[src/rtl/status_pkg.sv]
package status_pkg;

    localparam int STW_BITS  = 8;
    localparam int SAVE_BITS = 16;
    localparam int GRP_BITS  = 5;
    localparam int SEL_BITS  = 4;

    typedef enum logic [1:0] {
        OP_NONE = 2'd0,
        OP_SET  = 2'd1,
        OP_CLR  = 2'd2,
        OP_LOAD = 2'd3
    } st_op_e;

    // bit 0 is zero flag (last member)
    typedef struct packed {
        logic uf3;
        logic uf2;
        logic uf1;
        logic lnk;
        logic ovr;
        logic neg;
        logic cy;
        logic zr;
    } stword_t;

    typedef struct packed {
        logic zr;
        logic cy;
        logic neg;
        logic ovr;
    } aluflags_t;

    localparam logic [GRP_BITS-1:0] GRP_ARITH = 5'd3;
    localparam logic [GRP_BITS-1:0] GRP_LINK  = 5'd5;
    localparam logic [GRP_BITS-1:0] GRP_UF1   = 5'd6;
    localparam logic [GRP_BITS-1:0] GRP_UF2   = 5'd9;
    localparam logic [GRP_BITS-1:0] GRP_UF3   = 5'd10;

    function automatic logic [STW_BITS-1:0] grp_mask(input logic [GRP_BITS-1:0] g);
        logic [STW_BITS-1:0] m;
        unique case (g)
            GRP_ARITH: m = 8'h0F;
            GRP_LINK:  m = 8'h10;
            GRP_UF1:   m = 8'h20;
            GRP_UF2:   m = 8'h40;
            GRP_UF3:   m = 8'h80;
            default:   m = 8'h00;
        endcase
        return m;
    endfunction

endpackage

[src/rtl/status_next.sv]
module status_next
    import status_pkg::*;
(
    input  stword_t                cur,
    input  st_op_e                 op,
    input  logic [GRP_BITS-1:0]    grp,
    input  logic [STW_BITS-1:0]    ld_word,
    input  logic                   alu_en,
    input  aluflags_t              alu,
    output stword_t                nxt
);
    stword_t             after_alu;
    logic [STW_BITS-1:0] mask;

    assign mask = grp_mask(grp);

    always_comb begin
        after_alu = cur;
        if (alu_en) begin
            after_alu.zr  = alu.zr;
            after_alu.cy  = alu.cy;
            after_alu.neg = alu.neg;
            after_alu.ovr = alu.ovr;
        end
    end

    always_comb begin
        unique case (op)
            OP_SET:  nxt = stword_t'(after_alu | mask);
            OP_CLR:  nxt = stword_t'(after_alu & ~mask);
            OP_LOAD: nxt = stword_t'(ld_word);
            default: nxt = after_alu;
        endcase
    end
endmodule

[src/rtl/status_reg.sv]
module status_reg
    import status_pkg::*;
(
    input  logic    clk,
    input  logic    rst,
    input  stword_t nxt,
    output stword_t q
);
    always_ff @(posedge clk) begin
        if (rst) q <= '0;
        else     q <= nxt;
    end


    reset_clears_chk: assert property (@(posedge clk) rst |=> (q == '0));
endmodule

[src/rtl/status_cond.sv]
module status_cond
    import status_pkg::*;
(
    input  logic                clk,
    input  logic                rst,
    input  stword_t             st,
    input  logic [SEL_BITS-1:0] sel,
    output logic                tst
);
    logic lt_signed;
    assign lt_signed = st.neg ^ st.ovr;

    always_comb begin
        unique case (sel)
            4'h0:    tst = lt_signed | st.zr;
            4'h1:    tst = lt_signed;
            4'h2:    tst = st.zr;
            4'h3:    tst = st.ovr;
            4'h4:    tst = ~st.cy | st.zr;
            4'h5:    tst = st.cy;
            4'h6:    tst = st.zr | st.cy;
            4'h7:    tst = st.neg;
            4'h8:    tst = st.lnk;
            4'h9:    tst = st.uf1;
            4'hA:    tst = st.uf2;
            4'hB:    tst = st.uf3;
            default: tst = 1'b0;
        endcase
    end


    unused_sel_zero_chk: assert property (@(posedge clk) disable iff (rst)
        (sel >= 4'hC) |-> !tst);
endmodule

[src/rtl/status_unit.sv]
module status_unit
    import status_pkg::*;
(
    input  logic                 clk,
    input  logic                 rst,
    input  logic [1:0]           op,
    input  logic [GRP_BITS-1:0]  grp,
    input  logic [STW_BITS-1:0]  ld_word,
    input  logic                 alu_en,
    input  logic                 alu_z,
    input  logic                 alu_c,
    input  logic                 alu_n,
    input  logic                 alu_ovr,
    input  logic [SEL_BITS-1:0]  cond_sel,
    output logic                 cond_out,
    input  logic                 save_en,
    output logic [SAVE_BITS-1:0] save_bus
);
    localparam int PAD_BITS = SAVE_BITS - STW_BITS;

    stword_t   cur_q;
    stword_t   nxt_d;
    aluflags_t alu_in;

    assign alu_in = '{zr: alu_z, cy: alu_c, neg: alu_n, ovr: alu_ovr};

    status_next u_next (
        .cur     (cur_q),
        .op      (st_op_e'(op)),
        .grp     (grp),
        .ld_word (ld_word),
        .alu_en  (alu_en),
        .alu     (alu_in),
        .nxt     (nxt_d)
    );

    status_reg u_reg (
        .clk (clk),
        .rst (rst),
        .nxt (nxt_d),
        .q   (cur_q)
    );

    status_cond u_cond (
        .clk (clk),
        .rst (rst),
        .st  (cur_q),
        .sel (cond_sel),
        .tst (cond_out)
    );

    assign save_bus = save_en ? {{PAD_BITS{1'b0}}, cur_q} : '0;


    idle_hold_chk: assert property (@(posedge clk) disable iff (rst)
        (!alu_en && op == 2'd0) |=> $stable(cur_q));


    set_beats_alu_chk: assert property (@(posedge clk) disable iff (rst)
        (op == 2'd1 && grp == GRP_ARITH) |=> (cur_q[3:0] == 4'hF));


    clr_arith_chk: assert property (@(posedge clk) disable iff (rst)
        (op == 2'd2 && grp == GRP_ARITH) |=> (cur_q[3:0] == 4'h0));


    save_upper_zero_chk: assert property (@(posedge clk) disable iff (rst)
        save_bus[SAVE_BITS-1:STW_BITS] == '0);


    save_off_zero_chk: assert property (@(posedge clk) disable iff (rst)
        !save_en |-> (save_bus == '0));
endmodule

[config.mk]
export PLATFORM = sky130hd
export DESIGN_NAME = status_unit
export DESIGN_NICKNAME = d
export VERILOG_FILES = /design/src/rtl/status_pkg.sv /design/src/rtl/status_next.sv /design/src/rtl/status_reg.sv /design/src/rtl/status_cond.sv /design/src/rtl/status_unit.sv
export SDC_FILE = /design/constraint.sdc
export NUM_CORES = 1
export LEC_CHECK = 0
export BUFFER_PORTS_ARGS = -buffer_cell sky130_fd_sc_hd__buf_2
export CELL_PAD_IN_SITES_DETAIL_PLACEMENT = 1
export CELL_PAD_IN_SITES_GLOBAL_PLACEMENT = 2
export CORE_MARGIN = 2
export CORE_UTILIZATION = 23
export CTS_CLUSTER_DIAMETER = 30
export DETAILED_ROUTE_END_ITERATION = 8
export GPL_ROUTABILITY_DRIVEN = 0
export HOLD_SLACK_MARGIN = 0.12
export PLACE_DENSITY_LB_ADDON = 0.1
export SYNTH_ARGS = -nofsm -noshare
export SYNTH_HDL_FRONTEND = slang
export SYNTH_SLANG_ARGS = --single-unit
export TNS_END_PERCENT = 100
[constraint.sdc]
create_clock -name clk -period 1.6 [get_ports clk]
set_clock_uncertainty 0.1 [all_clocks]
set_input_delay 0.08 -clock clk [delete_from_list [all_inputs] [get_ports clk]]
set_output_delay 0.08 -clock clk [all_outputs]
set_load 0.005 [all_outputs]
# [After elaboration in Yosys (flattened, before gate mapping)]
# Cells that the tools add are included.
[totals] word_cells=42 register_bits=8 in_bits=27 output_inout_bits=17
[op_classes] n_reduce_logical=2 n_bitwise=8 mux=5 n_eq_ne=19
[ops] op="8-bit one-hot mux with 5 select lines" count=1
[ops] op="8-bit one-hot mux with 3 select lines" count=1
[ops] op="4-bit by 3-bit equality test with 1-bit output, second input constant" count=4
[ops] op="4-bit equality test, second input constant" count=4
[ops] op="1-bit one-hot mux with 12 select lines" count=1
[ops] op="5-bit by 3-bit equality test with 1-bit output, second input constant" count=2
[ops] op="5-bit by 4-bit equality test with 1-bit output, second input constant" count=2
[ops] op="8-bit AND" count=1
[ops] op="4-bit by 2-bit equality test with 1-bit output, second input constant" count=2
[ops] op="8-bit two-way mux" count=1
[ops] op="8-bit inverter" count=1
[ops] op="8-bit bitwise OR" count=1
[ops] op="5-bit by 2-bit equality test with 1-bit output, second input constant" count=1
[ops] op="2-bit equality test, second input constant" count=2
[ops] op="4-bit by 1-bit equality test with 1-bit output, second input constant" count=1
[ops] op="4-bit zero test" count=1
[ops] op="4-bit two-way mux" count=1
[ops] op="1-bit bitwise OR" count=3
[ops] op="3-bit nonzero test" count=1
[ops] op="2-bit by 1-bit equality test with 1-bit output, second input constant" count=1
[ops] op="1-bit inverter" count=1
[ops] op="1-bit XOR" count=1

# [Logic depth before layout (Yosys ltp)]
[depth] ltp_word=5 mapped_depth=5 ltp_nobuf=3

# [Modules after synthesis]
# From an unflattened synthesis, not the netlist that was laid out.
[unflattened] cells_unflattened=91 hier_area_um2=755.7
[modules_own_cells] module="status_next" area_each_um2=327.8 cells_each=46 seq_area_each_um2=0.0 instances=1
[modules_own_cells] module="status_reg" area_each_um2=210.2 cells_each=16 seq_area_each_um2=160.2 instances=1
[modules_own_cells] module="status_unit" area_each_um2=113.9 cells_each=17 seq_area_each_um2=0.0 instances=1
[modules_own_cells] module="status_cond" area_each_um2=103.8 cells_each=12 seq_area_each_um2=0.0 instances=1

# [Least setup slack after synthesis]
# Ideal clock, no wire load.
[synth_path] kind="input to register" from="in grp[4]" to="reg u_reg.q[7] in the netlist's numbering" arrival_time_ns=0.980 required_ns=1.417 slack_ns=0.438 cell_stages=3 n_path_buf=0 cell_sequence="or4b_1 o31a_1 o221ai_1"
[synth_via] elab_chain_len=5
[synth_rtl] element="start, declared" line_no="status_unit.sv:7" rtl="input logic [GRP_BITS-1:0] grp,"
[synth_rtl] element="5-bit by 4-bit equality test with 1-bit output, or another cell as far along" line_no="status_pkg.sv:42" rtl="unique case (g)"
[synth_rtl] element="8-bit one-hot mux with 5 select lines (*)" line_no="status_pkg.sv:42"
[synth_rtl] element="8-bit inverter" line_no="status_next.sv:30" rtl="OP_CLR: nxt = stword_t'(after_alu & ~mask);"
[synth_rtl] element="8-bit AND" line_no="status_next.sv:30"
[synth_rtl] element="8-bit one-hot mux with 3 select lines (*)" line_no="status_next.sv:28" rtl="unique case (op)"
[synth_rtl] element="end signal, assigned" line_no="status_reg.sv:11" rtl="else q <= nxt;"
[synth_rtl] element="end, declared" line_no="status_reg.sv:7" rtl="output stword_t q"
# Every way passes the cells marked *; elsewhere a longest branch is shown, timed or not.
# A chain may end at the register's enable or synchronous reset.

# [Worst setup path in the final report]
[layout_path] from="reg u_reg.q[6] in the netlist's numbering" to="out cond_out"
[layout_via] elab_chain_len=1
[layout_rtl] element="1-bit one-hot mux with 12 select lines" line_no="status_cond.sv:14" rtl="unique case (sel)"
[layout_rtl] element="end, declared" line_no="status_unit.sv:15" rtl="output logic cond_out,"
# Every way passes these cells.

==> impl_metrics.toml <==
[synth]
yosysMostFrequentCell = "nand2b_1"
synth_flop_cell = "dfxtp_1"
synthDistinctLibCells = 31
synth-edff-count = 0
avgSynthCellArea_um2 = 8.29
synth_commonest_cells = "nand2b_1 (10), and2_1 (8), buf_4 (8), dfxtp_1 (8), o211ai_1 (6)"
synthArstFlopShare_pct = 0
synth.area.top_cells = "dfxtp_1 (20%), nand2b_1 (7.7%), buf_4 (7.4%)"
synthCells = 98
synth_area_leader_cell = "dfxtp_1"
synth_top_area_share_pct = 19.7
ys_ff_latch = 8
ys_seq_area_share_pct = 19.7
netlist_area_um2 = 812
yosysWarnings = 0

[clocking]
clkSlewWorstSetupHoldPaths_ns = 0.05
clockBufferDepth = 2
cts_buffers = 3
root_buffer = "clkbuf_4"
cts_tree = "yes"
cts.hold.buffers_added = 4
clkSinkCount = 8
cts-htree-levels = 1
cts_setup_buffers = 0
cts_resized = 0
clk_latency_ns = 0.25

[floorplanning]
die-area_um2 = 4020
initial_core_util_pct = 24.1
die_y_um = 63.4
std_cell_rows = 21
die_w_um = 63.4
core_area_um2 = 3360
io_pins = 44

[setup_path]
critPathRequiredTime_ns = 1.42
cpPeakStageDelay_ns = 0.47
critPathArrivalTime_ns = 1.33
endpoint = "cond_out"
end_kind = "output pin"
crit_type = "reg2out"
rr_endpoint = "u_reg.q[3]$_SDFF_PP0_"
reg2regPathDepth = 3
cpMaxStageDelayCell = "mux4_2"
rrSetupSlack_ns = 0.44
crit_fanout = 4
worstReg2RegStart = "u_reg.q[3]$_SDFF_PP0_"
crit_start = "u_reg.q[6]$_SDFFE_PP0P_"
critPathLaunchType = "flop"
cp_cell_sequence = "mux4_2 -> nand2b_1 -> a32oi_1 -> buf_2"

[global_routing]
grt_overflow = 0
track_usage_pct = 12.4
first_global_vias = 897
grt_antenna_before_repair = 0
grt_max_degree = 20
grt_pass1_wl_um = 3950

[detailed_routing]
drt_iter0_drc = 14
drtAntennaViolNets = 0
met3_length_um = 127
dr.pass1.iters = 4
top_layer = "met3"
m1WireLength_um = 1060
wl_met2_um = 1160
drc_errors = 0
viasPerCell = 4.71
vias = 858
avgRoutedWirePerCell_um = 12.9
wl_um = 2350

[layout]
final_nets = 165
diodes = 0
reg_top3 = "u_reg.q: 8 flops"
drive_gt1_share_pct = 36.0
final_area_um2 = 1070
largest_register = "u_reg.q"
area_growth_syn_to_layout_pct = 31.3
fin_cells = 182
largest_reg_flops = 8

[power]
leakage_nw = 0.452
irDropWorstVdd_mv = 0.118
power_density_nw_per_um2 = 526

[placed_design]
dpl-instance-area_um2 = 1000
dpl.hpwl_um = 1940
place_ws_ns = 0.266
io_buffer_count = 35
dp.cells = 175

[sta]
period_share_pct = 94.7
setup_ws_ns = 0.0850
rsz0062_at_grt = "no"
hold_violations = 0
setup_viol = 0
setup_tns_ns = 0
whs_ns = 0.130
report.final.slew_viol_count = 0
fmax_mhz = 660
timing.final.crit_period_ns = 1.51

[outcome]
status = "completed"

[job]
drv_cap = 0

[worst_hold_path]
hold_path_class = "in2reg"
==> stage by stage <==
| step | util (%) | total power, mW |
|---|---|---|
| finish | 31.7 | 0.560 |
| detailed placement | 29.8 | 0.409 |
| CTS | 31.7 | 0.572 |
| global placement | 29.8 | 0.405 |
| global route | 31.7 | 0.598 |
| floorplan | - | 0.342 |
==> cell families after synthesis <==
family	Yosys count	synth area share (%)
AND/OR/NAND/NOR	35	27.6
AO/OA/AOI/OAI	32	30.8
buffers and inverters	15	10.6
flip-flops	8	19.7
multiplexers	6	9.71
XOR/XNOR	1	1.08
other	1	0.462
==> worst max-delay path, delay by kind of cell (launching register included) <==
family	cells	cell delay (ns)
multiplexers	1	0.47
flip-flops	1	0.34
buffers and inverters	1	0.14
AND/OR/NAND/NOR	1	0.08
AO/OA/AOI/OAI	1	0.05
==> cell type report <==
cell class | instances | area [um^2]
Inverter | 3 | 11.3
Clock buffer | 3 | 22.5
Sequential cell | 8 | 160
Multi-Input combinational cell | 82 | 592
Fill cell | 446 | 2300
Timing Repair Buffer | 40 | 223
Tap cell | 46 | 57.6
==> where the power goes <==
part	switching (mW)	internal [mW]
Sequential	0.0127	0.214
Clock	0.0653	0.0856
Combinational	0.0891	0.0939
==> layer usage <==
metal  up-vias  global-route usage, %
met3         0                   1.79
li1        438                      -
met1       391                   14.2
met5         -                      0
met4         0                   7.34
met2        29                   21.8
==> cells in the final DEF, fill, tap and decap left out, types with 2 or more instances in the layout <==
cell	netlist	final
or2_2	2	2
a21boi_0	4	4
conb_1	1	8
dlygate4sd3_1	0	4
buf_2	0	35
and2_1	8	8
o221ai_1	2	2
inv_1	3	3
mux2_2	5	5
clkbuf_4	0	3
nor2_1	3	3
nor3b_1	3	3
a32oi_1	4	4
nand2b_1	10	10
o211ai_1	6	6
nor2b_1	3	3
a311o_1	3	3
a221oi_1	4	4
a31oi_1	5	5
dfxtp_1	8	8
==> worst min path at each step <==
stage	startpoint	endpoint	slack, ns	cells past startpoint
after floorplan	cond_sel[3]	cond_out	0.11	1
after global placement	ld_word[4]	u_reg.q[4]$_SDFFE_PP0P_	0.30	3
after detailed placement	ld_word[4]	u_reg.q[4]$_SDFFE_PP0P_	0.30	3
after CTS	ld_word[2]	u_reg.q[2]$_SDFF_PP0_	0.12	3
after global routing	ld_word[7]	u_reg.q[7]$_SDFFE_PP0P_	0.15	4
final	ld_word[2]	u_reg.q[2]$_SDFF_PP0_	0.13	3
(Power assumes the default switching activity.)
